==> src/rtl/i2c_slv_pkg.sv <==
// Package: shared types and fixed indices for the register-bank I2C target.
// Assumes the read-only registers sit at the lowest indices of the bank.
package i2c_slv_pkg;

    // Protocol phase of the target
    typedef enum logic [2:0] {
        ST_IDLE  = 3'd0,   // no transaction addressed to anyone yet
        ST_ADDR  = 3'd1,   // shifting in the address byte
        ST_WRITE = 3'd2,   // receiving pointer / data bytes
        ST_READ  = 3'd3,   // sending data bytes
        ST_HOLD  = 3'd4    // not selected or NACKed: silent until START/STOP
    } slv_state_e;

    localparam int NUM_RO   = 2;       // read-only registers at the bottom of the bank
    localparam int IDX_ID   = 0;       // identification register
    localparam int IDX_STAT = 1;       // status mirror register
    localparam logic [7:0] ID_VALUE = 8'h81;

endpackage

==> src/rtl/i2c_line_sync.sv <==
// Module: i2c_line_sync
// Brings SCL and SDA into the clock domain through a STAGES-deep flip-flop
// chain and derives SCL edges and START/STOP conditions from the synchronised
// copies. Assumes the bus is much slower than clk (several clocks per SCL phase).
module i2c_line_sync #(
    parameter int STAGES = 2
) (
    input  logic clk,
    input  logic rst_n,
    input  logic scl_i,
    input  logic sda_i,
    output logic scl_s,
    output logic sda_s,
    output logic scl_rise,
    output logic scl_fall,
    output logic start_det,
    output logic stop_det
);

    logic [STAGES-1:0] scl_pipe;
    logic [STAGES-1:0] sda_pipe;
    logic              scl_q;
    logic              sda_q;

    // Synchroniser chains and one-cycle history; idle bus level is high
    always_ff @(posedge clk) begin
        if (!rst_n) begin
            scl_pipe <= '1;
            sda_pipe <= '1;
            scl_q    <= 1'b1;
            sda_q    <= 1'b1;
        end else begin
            scl_pipe <= {scl_pipe[STAGES-2:0], scl_i};
            sda_pipe <= {sda_pipe[STAGES-2:0], sda_i};
            scl_q    <= scl_pipe[STAGES-1];
            sda_q    <= sda_pipe[STAGES-1];
        end
    end

    // Edge and condition decode on the synchronised lines
    always_comb begin
        scl_s     = scl_pipe[STAGES-1];
        sda_s     = sda_pipe[STAGES-1];
        scl_rise  = scl_s & ~scl_q;
        scl_fall  = ~scl_s & scl_q;
        start_det = scl_s & scl_q & sda_q & ~sda_s;
        stop_det  = scl_s & scl_q & ~sda_q & sda_s;
    end

endmodule

==> src/rtl/i2c_reg_file.sv <==
// Module: i2c_reg_file
// Register bank behind the target. The lowest indices are read-only
// (identification constant, status mirror). The rest are writable flops.
// Any index at or above NUM_REGS reads zero and ignores writes.
module i2c_reg_file
    import i2c_slv_pkg::*;
#(
    parameter int NUM_REGS = 8,
    parameter int PTR_W    = 8,
    localparam int IDX_W   = $clog2(NUM_REGS),
    localparam int WR_W    = (NUM_REGS - NUM_RO) * 8
) (
    input  logic             clk,
    input  logic             rst_n,
    input  logic             we,
    input  logic [PTR_W-1:0] waddr,
    input  logic [7:0]       wdata,
    input  logic [PTR_W-1:0] raddr,
    output logic [7:0]       rdata,
    input  logic [7:0]       status_i,
    output logic [WR_W-1:0]  wr_regs_o
);

    logic [7:0] bank [NUM_REGS];

    for (genvar i = 0; i < NUM_REGS; i++) begin : g_reg
        if (i == IDX_ID) begin : g_id
            assign bank[i] = ID_VALUE;
        end else if (i == IDX_STAT) begin : g_stat
            assign bank[i] = status_i;
        end else begin : g_rw
            logic [7:0] q;
            // Storage for one writable register
            always_ff @(posedge clk) begin
                if (!rst_n) begin
                    q <= 8'h00;
                end else if (we && (waddr == PTR_W'(i))) begin
                    q <= wdata;
                end
            end
            assign bank[i] = q;
            assign wr_regs_o[(i-NUM_RO)*8 +: 8] = q;
        end
    end

    // Read mux with zero for indices outside the bank
    always_comb begin
        if ({1'b0, raddr} < (PTR_W+1)'(NUM_REGS)) begin
            rdata = bank[raddr[IDX_W-1:0]];
        end else begin
            rdata = 8'h00;
        end
    end

endmodule

==> src/rtl/i2c_slv_fsm.sv <==
// Module: i2c_slv_fsm
// Bit- and byte-level protocol engine of the target. It counts SCL rising edges
// within each 9-clock byte frame, samples on rises, and changes the SDA drive
// only on falls. Assumes synchronised, edge-decoded lines from i2c_line_sync.
module i2c_slv_fsm
    import i2c_slv_pkg::*;
#(
    parameter logic [6:0] OWN_ADDR = 7'h42,
    parameter int         PTR_W    = 8
) (
    input  logic             clk,
    input  logic             rst_n,
    input  logic             sda_s,
    input  logic             scl_rise,
    input  logic             scl_fall,
    input  logic             start_det,
    input  logic             stop_det,
    input  logic [7:0]       rdata,
    output logic [PTR_W-1:0] ptr,
    output logic             we,
    output logic [PTR_W-1:0] waddr,
    output logic [7:0]       wdata,
    output logic             sda_oe,
    output slv_state_e       state
);

    localparam logic [3:0] ACK_POS = 4'd8;   // rises seen when the ACK slot opens
    localparam logic [3:0] END_POS = 4'd9;   // rises seen when the frame ends

    logic [3:0] bit_cnt;      // SCL rises seen in the current frame
    logic [7:0] rx_sr;        // incoming byte, MSB first
    logic [6:0] tx_sr;        // outgoing bits still to be shown
    logic       dir_rd;       // latched direction bit
    logic       ptr_pend;     // next written byte is the pointer
    logic       mst_ack;      // master acknowledged the last sent byte

    // Commit a received data byte at the start of its ACK slot
    always_comb begin
        we    = (state == ST_WRITE) && scl_fall && (bit_cnt == ACK_POS) && !ptr_pend;
        waddr = ptr;
        wdata = rx_sr;
    end

    // Protocol sequencing
    always_ff @(posedge clk) begin
        if (!rst_n) begin
            state    <= ST_IDLE;
            bit_cnt  <= '0;
            rx_sr    <= '0;
            tx_sr    <= '0;
            dir_rd   <= 1'b0;
            ptr_pend <= 1'b0;
            mst_ack  <= 1'b0;
            ptr      <= '0;
            sda_oe   <= 1'b0;
        end else if (start_det) begin
            state   <= ST_ADDR;
            bit_cnt <= '0;
            sda_oe  <= 1'b0;
        end else if (stop_det) begin
            state   <= ST_IDLE;
            bit_cnt <= '0;
            sda_oe  <= 1'b0;
        end else begin
            unique case (state)
                ST_ADDR: begin
                    if (scl_rise) begin
                        if (bit_cnt < ACK_POS) rx_sr <= {rx_sr[6:0], sda_s};
                        bit_cnt <= bit_cnt + 4'd1;
                    end else if (scl_fall) begin
                        if (bit_cnt == ACK_POS) begin
                            if (rx_sr[7:1] == OWN_ADDR) begin
                                sda_oe <= 1'b1;
                                dir_rd <= rx_sr[0];
                            end else begin
                                state <= ST_HOLD;
                            end
                        end else if (bit_cnt == END_POS) begin
                            bit_cnt <= '0;
                            if (dir_rd) begin
                                state  <= ST_READ;
                                tx_sr  <= rdata[6:0];
                                sda_oe <= ~rdata[7];
                                ptr    <= ptr + 1'b1;
                            end else begin
                                state    <= ST_WRITE;
                                ptr_pend <= 1'b1;
                                sda_oe   <= 1'b0;
                            end
                        end
                    end
                end
                ST_WRITE: begin
                    if (scl_rise) begin
                        if (bit_cnt < ACK_POS) rx_sr <= {rx_sr[6:0], sda_s};
                        bit_cnt <= bit_cnt + 4'd1;
                    end else if (scl_fall) begin
                        if (bit_cnt == ACK_POS) begin
                            sda_oe <= 1'b1;
                            if (ptr_pend) begin
                                ptr      <= rx_sr;
                                ptr_pend <= 1'b0;
                            end else begin
                                ptr <= ptr + 1'b1;
                            end
                        end else if (bit_cnt == END_POS) begin
                            sda_oe  <= 1'b0;
                            bit_cnt <= '0;
                        end
                    end
                end
                ST_READ: begin
                    if (scl_rise) begin
                        if (bit_cnt == ACK_POS) mst_ack <= ~sda_s;
                        bit_cnt <= bit_cnt + 4'd1;
                    end else if (scl_fall) begin
                        if ((bit_cnt != 4'd0) && (bit_cnt < ACK_POS)) begin
                            sda_oe <= ~tx_sr[6];
                            tx_sr  <= {tx_sr[5:0], 1'b0};
                        end else if (bit_cnt == ACK_POS) begin
                            sda_oe <= 1'b0;
                        end else if (bit_cnt == END_POS) begin
                            bit_cnt <= '0;
                            if (mst_ack) begin
                                tx_sr  <= rdata[6:0];
                                sda_oe <= ~rdata[7];
                                ptr    <= ptr + 1'b1;
                            end else begin
                                state  <= ST_HOLD;
                                sda_oe <= 1'b0;
                            end
                        end
                    end
                end
                default: begin
                    sda_oe <= 1'b0;
                end
            endcase
        end
    end

endmodule

==> src/rtl/i2c_regbank_slave.sv <==
// Module: i2c_regbank_slave
// Top of the register-bank I2C target: line synchroniser, protocol engine and
// register bank. sda_oe high means the pad must pull SDA low. Assumes SCL is
// never stretched and that the pads provide the pull-ups.
module i2c_regbank_slave
    import i2c_slv_pkg::*;
#(
    parameter logic [6:0] OWN_ADDR    = 7'h42,
    parameter int         NUM_REGS    = 8,
    parameter int         SYNC_STAGES = 2,
    localparam int        PTR_W       = 8,
    localparam int        WR_W        = (NUM_REGS - NUM_RO) * 8
) (
    input  logic            clk,
    input  logic            rst_n,
    input  logic            scl_i,
    input  logic            sda_i,
    input  logic [7:0]      status_i,
    output logic            sda_oe,
    output logic [WR_W-1:0] wr_regs_o
);

    logic             scl_s;
    logic             sda_s;
    logic             scl_rise;
    logic             scl_fall;
    logic             start_det;
    logic             stop_det;
    logic [PTR_W-1:0] ptr;
    logic             we;
    logic [PTR_W-1:0] waddr;
    logic [7:0]       wdata;
    logic [7:0]       rdata;
    slv_state_e       fsm_state;

    i2c_line_sync #(.STAGES(SYNC_STAGES)) u_sync (
        .clk       (clk),
        .rst_n     (rst_n),
        .scl_i     (scl_i),
        .sda_i     (sda_i),
        .scl_s     (scl_s),
        .sda_s     (sda_s),
        .scl_rise  (scl_rise),
        .scl_fall  (scl_fall),
        .start_det (start_det),
        .stop_det  (stop_det)
    );

    i2c_slv_fsm #(.OWN_ADDR(OWN_ADDR), .PTR_W(PTR_W)) u_fsm (
        .clk       (clk),
        .rst_n     (rst_n),
        .sda_s     (sda_s),
        .scl_rise  (scl_rise),
        .scl_fall  (scl_fall),
        .start_det (start_det),
        .stop_det  (stop_det),
        .rdata     (rdata),
        .ptr       (ptr),
        .we        (we),
        .waddr     (waddr),
        .wdata     (wdata),
        .sda_oe    (sda_oe),
        .state     (fsm_state)
    );

    i2c_reg_file #(.NUM_REGS(NUM_REGS), .PTR_W(PTR_W)) u_regs (
        .clk       (clk),
        .rst_n     (rst_n),
        .we        (we),
        .waddr     (waddr),
        .wdata     (wdata),
        .raddr     (ptr),
        .rdata     (rdata),
        .status_i  (status_i),
        .wr_regs_o (wr_regs_o)
    );

endmodule

==> config.mk <==
export PLATFORM = sky130hd
export DESIGN_NAME = i2c_regbank_slave
export DESIGN_NICKNAME = d
export VERILOG_FILES = /design/src/rtl/i2c_slv_pkg.sv /design/src/rtl/i2c_line_sync.sv /design/src/rtl/i2c_reg_file.sv /design/src/rtl/i2c_slv_fsm.sv /design/src/rtl/i2c_regbank_slave.sv
export SDC_FILE = /design/constraint.sdc
export NUM_CORES = 1
export LEC_CHECK = 0
export BUFFER_PORTS_ARGS = -buffer_cell sky130_fd_sc_hd__buf_2
export CORE_ASPECT_RATIO = 2
export CORE_MARGIN = 8
export CORE_UTILIZATION = 40
export CTS_BUF_LIST = sky130_fd_sc_hd__clkbuf_4 sky130_fd_sc_hd__clkbuf_8 sky130_fd_sc_hd__clkbuf_16
export DETAILED_ROUTE_END_ITERATION = 12
export PLACE_DENSITY = 0.71
export SYNTH_ARGS = -nofsm -noshare
export SYNTH_HDL_FRONTEND = slang
export SYNTH_HIERARCHICAL = 1
export SYNTH_SLANG_ARGS = --single-unit
==> constraint.sdc <==
create_clock -name clk -period 7.7 [get_ports clk]
set_input_delay 1.54 -clock clk [delete_from_list [all_inputs] [get_ports clk]]
set_output_delay 1.54 -clock clk [all_outputs]
set_load 0.05 [all_outputs]
# Word level (Yosys, flattened, before mapping)

Index checks and enable logic that the tools add are counted.

Bits in registers: 88
Input bits: 12
Bits in latches: 0
Word-level logic and storage cells: 202
Memory bits (writable): 0
Bits in read-only memories: 0
Memories: 0

Reductions and logical operators: 29
Order comparisons: 3
Mux-type cells: 81
Add/subtract/negate cells: 2
Bitwise logic cells: 18
Shifts and indexed selects: 0
Equal/unequal tests: 49
$mul: 0
Divide/modulo/power cells: 0

Operators by type and width:

| cell                | count |
|---|---|
| $mux 8              | 18 |
| $mux 7              | 11 |
| $mux 3              | 11 |
| $reduce_and 11->1   | 3 |
| $eq 8x3->1 const B  | 4 |
| $mux 4              | 7 |
| $mux 1              | 27 |
| $bmux 8 s3          | 1 |
| $pmux 8 s3          | 1 |
| $ne 4x4->1 const B  | 5 |
| $ne 2x2->1 const B  | 9 |
| $reduce_and 17->1   | 1 |
| $eq 8x2->1 const B  | 2 |
| $ne 3x3->1 const B  | 5 |
| $ne 2x1->1 const B  | 7 |
| $pmux 7 s2          | 1 |
| $reduce_and 13->1   | 1 |
| $ne 3x1->1 const B  | 4 |
| $ne 4x3->1 const B  | 3 |
| $logic_and 1x1->1   | 10 |
| $not 1->1           | 10 |
| $reduce_and 10->1   | 1 |
| $reduce_and 5->1    | 2 |
| $add 8x1->8 const B | 1 |
| other kinds (26)    | 37 |

# Longest topological paths before layout

Gate-level depths: netlist of run 1.

Depth after elaboration: 13
Depth in mapped cells: 10
Depth with buffers taken out: 8

# Modules after synthesis

Netlist of run 1, hierarchy kept.

By module, submodules not included:

| module        | cells an instance | instances | area an instance (sq um) |
|---|---|---|---|
| i2c_reg_file  | 227               | 1         | 2307.2 |
| i2c_slv_fsm   | 254               | 1         | 2172.1 |
| i2c_line_sync | 16                | 1         | 190.2 |

# Least setup slack after synthesis of run 1

OpenSTA, ideal clock, no wires.

Kind: input to register
Start point: in status_i[7]
End point: reg u_fsm.sda_oe
Stages: 7
Setup slack: 5.033 ns
Data arrival time: 2.548 ns
Setup time: 0.119 ns
Path through: inv_1 -> a221o_1 -> a21oi_1 -> nor2b_1 -> o211ai_1 -> a2111oi_0 -> o221a_2

Word-level cells in the longest chain between the ends: 12
Elaborated cells on any way between the ends: 17
Those cells by class: mux (16); bitwise (1)

RTL lines:

| item                                        | line                                  | text |
|---|---|---|
| start: declaration                          | i2c_regbank_slave.sv:18               | `input logic [7:0] status_i,` |
| $bmux 8 s3 *                                | i2c_reg_file.sv:49                    | `rdata = bank[raddr[IDX_W-1:0]];` |
| $mux 8 (implied by the code) * (2 in a row) | i2c_reg_file.sv:49                    |  |
| $mux 8 *                                    | i2c_reg_file.sv:48                    | `if ({1'b0, raddr} < (PTR_W+1)'(NUM_REGS)) begin` |
| net rdata[7]                                | i2c_regbank_slave.sv:33               | `logic [7:0] rdata;` |
| $not 1->1 *                                 | i2c_slv_fsm.sv:83, i2c_slv_fsm.sv:126 |  |
| $mux 1                                      | i2c_slv_fsm.sv:124                    | `if (mst_ack) begin` |
| $mux 1                                      | i2c_slv_fsm.sv:122                    | `end else if (bit_cnt == END_POS) begin` |
| $mux 1                                      | i2c_slv_fsm.sv:120                    | `end else if (bit_cnt == ACK_POS) begin` |
| $mux 1                                      | i2c_slv_fsm.sv:117                    | `if ((bit_cnt != 4'd0) && (bit_cnt < ACK_POS)) begin` |
| $mux 1                                      | i2c_slv_fsm.sv:116                    | `end else if (scl_fall) begin` |
| $mux 1                                      | i2c_slv_fsm.sv:113                    | `if (scl_rise) begin` |
| $pmux 1 s3 *                                | i2c_slv_fsm.sv:65                     | `unique case (state)` |
| end signal: assignment                      | i2c_slv_fsm.sv:83                     | `sda_oe <= ~rdata[7];` |
| end signal: assignment                      | i2c_slv_fsm.sv:118                    | `sda_oe <= ~tx_sr[6];` |
| end signal: assignment                      | i2c_slv_fsm.sv:126                    | `sda_oe <= ~rdata[7];` |
| end: declaration                            | i2c_slv_fsm.sv:23                     | `output logic sda_oe,` |

Mark *: on every way through the listed nets, which the timed path passes. The rest lies on a longest branch. The select of a mux whose other input is x is not followed.
A chain may end at the register's enable or synchronous reset.

==> results.md, run 1 <==
- Final Hold Fails: 0
- HPWL Detailed: around 8.5 mm
- TritonCTS clock tree: done
- Main synth FF type: dfxtp_1
- Critical-path cell list: buf_2, buf_4, clkinv_1, nor4b_1, a31o_2
- Core region area: 11600 um2
- Final setup violating endpoints: 0
- TritonCTS Buffers: 9
- Worst EP arrival: between 3 and 4 ns
- Critical-path top delay cell: clkinv_1
- DRC viols: 0
- Layout cells sized above 1: between 20 and 25%
- Minimum clock period: between 3 and 4 ns
- Mapped Cells: 497
- P_leak: 0.00211 uW
- Netlist cell types: 66
- Outcome: finished clean
- P&R area growth vs syn: 14.5%
- Port buffer count: 60
- Nets: between 500 and 600
- Root Buffer: clkbuf_16
- Worst slack, placed: 4.00 ns
- Count leader, synth: dfxtp_1
- Crit path from: rst_n
- Clk_skew: approximately 0.0085 ns
- HP Class: reg2reg
- First drt pass iteration count: 5
- DR WL/cell: 17.6 um
- Top achievable clock speed: 298 MHz
- Share of the synthesized area in the top cell type: ~38%
- Startpoint Class: primary input
- Worst-Margin Slew: 1.08 ns
- Height of the die: 169 um
- Initial core utilization: between 40% and 50%
- Max-Cap Viols: 0
- Maximum vdd ir drop: about 130 uV
- Critical Path End Type: flip-flop
- DRT antenna net count: 0
- GRT Total Usage: about 16%
- Mapped Area: roughly 4700 um2
- Slew Viols, Final: 0
- CP max stage delay: 0.82 ns
- First-pass GRT wire length: just under 20 mm
- Fin crit share: between 40% and 50%
- Initial antenna violation count: 0
- Cts repair resizes: 0
- Critical path buffers and inverters: 3
- RSZ-0062 raised after global routing: false
- Largest net degree at the start of global routing: between 70 and 80
- H-tree Lvls: 3
- Row cnt: 56
- Die X: 92.4 um
- Top Ports: 61
- Grt ovf: 0
- Number of flops mapped to enable cells by yosys: 0
- Initial DRC count: 379
- Clock latency on the worst-skew pair: ~0.34 ns
- Ys Warns: 6
- Placer congestion estimate: between 0.8 and 0.9
- Main area contributors after synthesis: dfxtp_1, mux2i_1, nand2_1
- Final Power: about 1100 uW
- Vias per cell: 5.70
- Clk slew on worst S/H paths: 0.07 ns
- Post CTS Setup Buffer Count: 0
- Relative slew margins: between 20 and 30%
- Post-synthesis sequential area ratio: 37.7%
- Via Count: around 3900
- Worst hold start: u_sync/scl_pipe[0]
- Crit-path max FO: 70
- CP required: 7.99 ns
- CTS Sinks: 88
- Die Area: between 15000 and 20000 um2
- Drt total wl: 12.1 mm
- Antenna Cells: 0
- Vias in the first global route: 3743
- Post-synth top cells: dfxtp_1, nand2_1, mux2i_1
- TNS Setup: 0 ns
- CP Class: in2reg
- Leading area contributor after synthesis: dfxtp_1
- Cell area power density: ~200 nW/um2
- CP delay by family, top: buffers and inverters
- Clk buf depth: 2
- Fillers: ~1100
- Ys async rst share: 0%
- Syn Area/Cell: about 9.4 um2
- Final WS setup: around 4.3 ns
- # hold bufs at CTS: 0
- Reg2reg start: u_fsm/state[1]
- Synth Net Count: between 500 and 600
- Synth Register Bits: 88
flip-flops by register name (all words and copies together), names as in the netlist:
register / flops
u_fsm/ptr: 8
u_sync/sda_pipe: 2
u_sync/sda_q: 1
u_sync/scl_pipe: 2
u_fsm/tx_sr: 7
u_fsm/state: 3
u_regs/g.g_rw.q: 48
u_fsm/sda_oe: 1
u_fsm/wdata: 8
u_sync/scl_q: 1
u_fsm/mst_ack: 1
u_fsm/ptr_pend: 1
u_fsm/dir_rd: 1
u_fsm/bit_cnt: 4
metrics by stage:
stage | hold slack (ns) | area [um2] | util, % | instances
after floorplan | 0.386 | 4670 | - | 497
after global placement | 0.390 | 4970 | 43.0 | 669
after detailed placement | 0.396 | 4970 | 43.0 | 669
after CTS | 0.418 | 5350 | 46.2 | 685
after global routing | 0.433 | 5350 | 46.2 | 685
final | 0.416 | 5350 | 46.2 | 685
cell type report:
class	count	area [um2]	area share [%]
flip-flops and latches	88	1760	33.0
multi-input cells	358	2640	49.4
well taps	145	181	3.39
clock inverters	7	149	2.78
inverters	13	48.8	0.913
clock buffers	9	225	4.21
repair buffers	65	338	6.32
logic make-up (layout without fill, tap and decap cells):
kind of cell | count (synthesis) | count (layout) | share of synthesized area, %
buf+inv | 51 | 94 | 5.95
compound gates | 80 | 80 | 13.7
fa+ha+maj | 4 | 4 | 1.07
xor+xnor | 1 | 1 | 0.188
simple gates | 191 | 191 | 21.5
mux | 82 | 82 | 19.9
flops | 88 | 88 | 37.7
per-layer routing:
layer | vias up | global-route usage, % | share of wire [%]
li1 | 1874 | - | -
met4 | 0 | 6.50 | 1.9
met1 | 1898 | 19.2 | 44
met3 | 15 | 3.19 | 5.1
met2 | 120 | 25.3 | 49
met5 | - | 0 | 0
worst paths after layout:
kind,endpoint,cells after the start,slack (ns)
min,u_sync/scl_pipe[1],1,0.42
max,u_fsm/ptr[2],5,4.35
min reg2reg,u_sync/scl_pipe[1],1,0.42
max reg2reg,u_regs/g_reg[4].g_rw.q[6],6,4.55
power breakdown:
group | internal, uW | switching [uW] | leakage, uW
sequential | 460 | 16.8 | 0.000710
combinational | 28.3 | 43.2 | 0.00122
clock | 355 | 192 | 0.000183
total | 843 | 252 | 0.00211
cell usage in the layout, fill, tap and decap left out, drive strengths merged, types with 5 or more instances in the layout:
master	instances
dfxtp	88
nand2	75
mux2i	68
buf	65
nor2	34
a21oi	19
nor2b	15
inv	15
nor3	15
nand2b	13
clkbuf	9
nand3	8
mux4	8
a211oi	7
o21ai	7
a221oi	7
o31ai	6
mux2	6
or4	6
a31oi	5
a2111oi	5
No activity file was read; power rests on OpenSTA's default activity.
==> run 2, diff against run 1 <==
--- a/config.mk
+++ b/config.mk
@@ -11,7 +11,7 @@
 export CORE_UTILIZATION = 40
 export CTS_BUF_LIST = sky130_fd_sc_hd__clkbuf_4 sky130_fd_sc_hd__clkbuf_8 sky130_fd_sc_hd__clkbuf_16
 export DETAILED_ROUTE_END_ITERATION = 12
-export PLACE_DENSITY = 0.71
+export PLACE_DENSITY = 0.73
 export SYNTH_ARGS = -nofsm -noshare
 export SYNTH_HDL_FRONTEND = slang
 export SYNTH_HIERARCHICAL = 1
==> constraint.sdc (replaced) <==
create_clock -name clk -period 2.8 [get_ports clk]
set_input_delay 0.56 -clock clk [delete_from_list [all_inputs] [get_ports clk]]
set_output_delay 0.56 -clock clk [all_outputs]
set_load 0.05 [all_outputs]
==> results.md, run 2 (same netlist as run 1, synthesis figures left out) <==
- Root Buffer: clkbuf_16 (unchanged)
- P_leak: 0.00214 uW (was 0.00211 uW)
- RR Endpoint: u_regs/g_reg[6].g_rw.q[0] (was u_regs/g_reg[4].g_rw.q[6])
- H-tree Lvls: 3 (unchanged)
- Layout cells sized above 1: 23.5% (was 21.5%)
- Most frequent cells in the layout: dfxtp_1, nand2_1, mux2i_1 (unchanged)
- Clk buf depth: 2 (unchanged)
- Final Power: 2690 uW (was 1100 uW)
- Initial core utilization: 40.4% (unchanged)
- Max-Cap Viols: 0 (unchanged)
- Via Count: 3959 (was 3907)
- DRC viols: 0 (unchanged)
- TritonCTS clock tree: done (unchanged)
- Maximum vdd ir drop: 347 uV (was 132 uV)
- Worst EP arrival: 2.77 ns (was 3.64 ns)
- Port buffer count: 60 (unchanged)
- Clk slew on worst S/H paths: 0.07 ns (about the same)
- RSZ-0062 raised after global routing: false (unchanged)
- Drt total wl: 12.0 mm (was 12.1 mm)
- HP Class: in2reg (was reg2reg)
- Nets: 564 (was 551)
- Antenna Cells: 0 (unchanged)
- TritonCTS Buffers: 9 (unchanged)
- Clk_skew: 0.00777 ns (was 0.00852 ns)
- Final Hold Fails: 0 (unchanged)
- Hold Crit Depth: 2 (was 1)
- TNS Setup: 0 ns (unchanged)
- First-pass GRT wire length: 19.1 mm (was 19.6 mm)
- Cell area power density: 502 nW/um2 (was 205 nW/um2)
- HPWL Detailed: 8.69 mm (was 8.54 mm)
- Minimum clock period: 2.49 ns
- Initial antenna violation count: 0 (unchanged)
- Vias per cell: 5.67 (was 5.70)
- Post CTS Setup Buffer Count: 0 (unchanged)
- First drt pass iteration count: 5 (unchanged)
- Die X: 92.4 um (unchanged)
- Commonest non-fill, non-tap cell in the layout: dfxtp_1 (unchanged)
- P&R area growth vs syn: 15.0% (was 14.5%)
- Final setup violating endpoints: 0 (unchanged)
- Reg2reg start: u_fsm/bit_cnt[0] (was u_fsm/state[1])
- Largest net degree at the start of global routing: 42 (was 71)
- Clock latency on the worst-skew pair: 0.35 ns (was 0.34 ns)
- Worst hold start: scl_i (was u_sync/scl_pipe[0])
- Slew Viols, Final: 0 (unchanged)
- Vias in the first global route: 3718 (was 3743)
- Top reg by flops: u_regs/g.g_rw.q (unchanged)
- GRT Total Usage: 15.1% (was 15.5%)
- Placer congestion estimate: 0.914 (was 0.865)
- Outcome: finished clean (unchanged)
- Die Area: 15600 um2 (unchanged)
- Hold endpoint: u_sync/scl_pipe[0] (was u_sync/scl_pipe[1])
- Height of the die: 169 um (unchanged)
- Crit-path max FO: 8 (was 70)
- Grt ovf: 0 (unchanged)
- Worst-Margin Slew: 0.672 ns (was 1.08 ns)
- Top Ports: 61 (unchanged)
- Layout Cells excl Fill: 698 (was 685)
- Crit path from: u_fsm/bit_cnt[0] (was rst_n)
- Critical Path End Type: flip-flop (unchanged)
- Largest register FFs: 48 (unchanged)
- Initial DRC count: 289 (was 379)
- Core region area: 11600 um2 (unchanged)
- Startpoint Class: flip-flop (was primary input)
- CP required: 3.08 ns (was 7.99 ns)
- DR WL/cell: 17.2 um (was 17.6 um)
- Fin crit share: between 80 and 90%
- CTS Sinks: 88 (unchanged)
- Top achievable clock speed: 402 MHz
- Worst reg-to-reg path cell count: 9 (was 6)
- Placed insts: 682 (was 669)
- Relative slew margins: 55.1% (was 28.2%)
- DRT antenna net count: 0 (unchanged)
- Reg2reg setup slack: 0.31 ns (was 4.55 ns)
- CP Class: reg2reg (was in2reg)
- Row cnt: 56 (unchanged)
## run 2: cell types whose count changed in the layout (fill, tap and decap cells not counted), sizes merged
cell | before | now
buf | 65 | 78
bufinv | 4 | 0
clkinv | 1 | 3
clkinvlp | 0 | 1
inv | 15 | 16
## run 2: repair_timing
item                       4_1_cts  5_1_grt
hold buffers                     0        0
setup endpoints to repair        0        1
gates resized for setup          0        1
## run 2: how the worst max path moves through the flow
| stage | end | slack, ns |
|---|---|---|
| finish | u_regs/g_reg[6].g_rw.q[0] | 0.31 |
| global route | u_regs/g_reg[6].g_rw.q[6] | 0.008 |
| CTS | u_regs/g_reg[4].g_rw.q[4] | 0.27 |
| detailed placement | u_regs/g_reg[4].g_rw.q[4] | 0.29 |
| global placement | u_regs/g_reg[4].g_rw.q[3] | 0.35 |
| floorplan | u_regs/g_reg[4].g_rw.q[2] | 0.39 |
## run 2: layer usage
metal	part of all wire [%]	track usage, %	wire, um
met1	43	18.7	5130
met2	48	24.2	5700
met3	7.8	3.77	932
met4	1.9	6.21	232
met5	0	0	0
## run 2: area by class of cell
cell class                      count  area [um2]
Tap cell                          145         181
Multi-Input combinational cell    358        2650
Fill cell                        1092        6190
Sequential cell                    88        1760
Timing Repair Buffer               78         435
Clock buffer                        9         225
Clock inverter                      7        72.6
Inverter                           13        48.8
## run 2: power breakdown
part / internal, uW / total [uW] / switching, uW
logic: 83.7 / 217 / 133
registers: 1270 / 1300 / 31.3
clock network: 629 / 1180 / 553
## run 2: stage by stage
stage | util [%] | setup WS (ns) | hold WS (ns) | cell area [um2]
2_1_floorplan | - | 0.389 | 0.386 | 4670
3_3_place_gp | 43.9 | 0.352 | 0.397 | 5070
5_1_grt | 46.5 | 0.00802 | 0.386 | 5370
6_report | 46.5 | 0.313 | 0.390 | 5370
3_5_place_dp | 43.9 | 0.294 | 0.396 | 5070
4_1_cts | 46.4 | 0.273 | 0.381 | 5370
## run 2: worst max-delay path, cell delays in order (launching register included)
cell and delay (ns):
dfxtp_1 0.37, inv_1 0.08, ha_1 0.26, and3b_2 0.32, nand2_1 0.09, nor3_1 0.26, nand3b_1 0.14, buf_4 0.20
nor3_4 0.47, mux2i_1 0.24
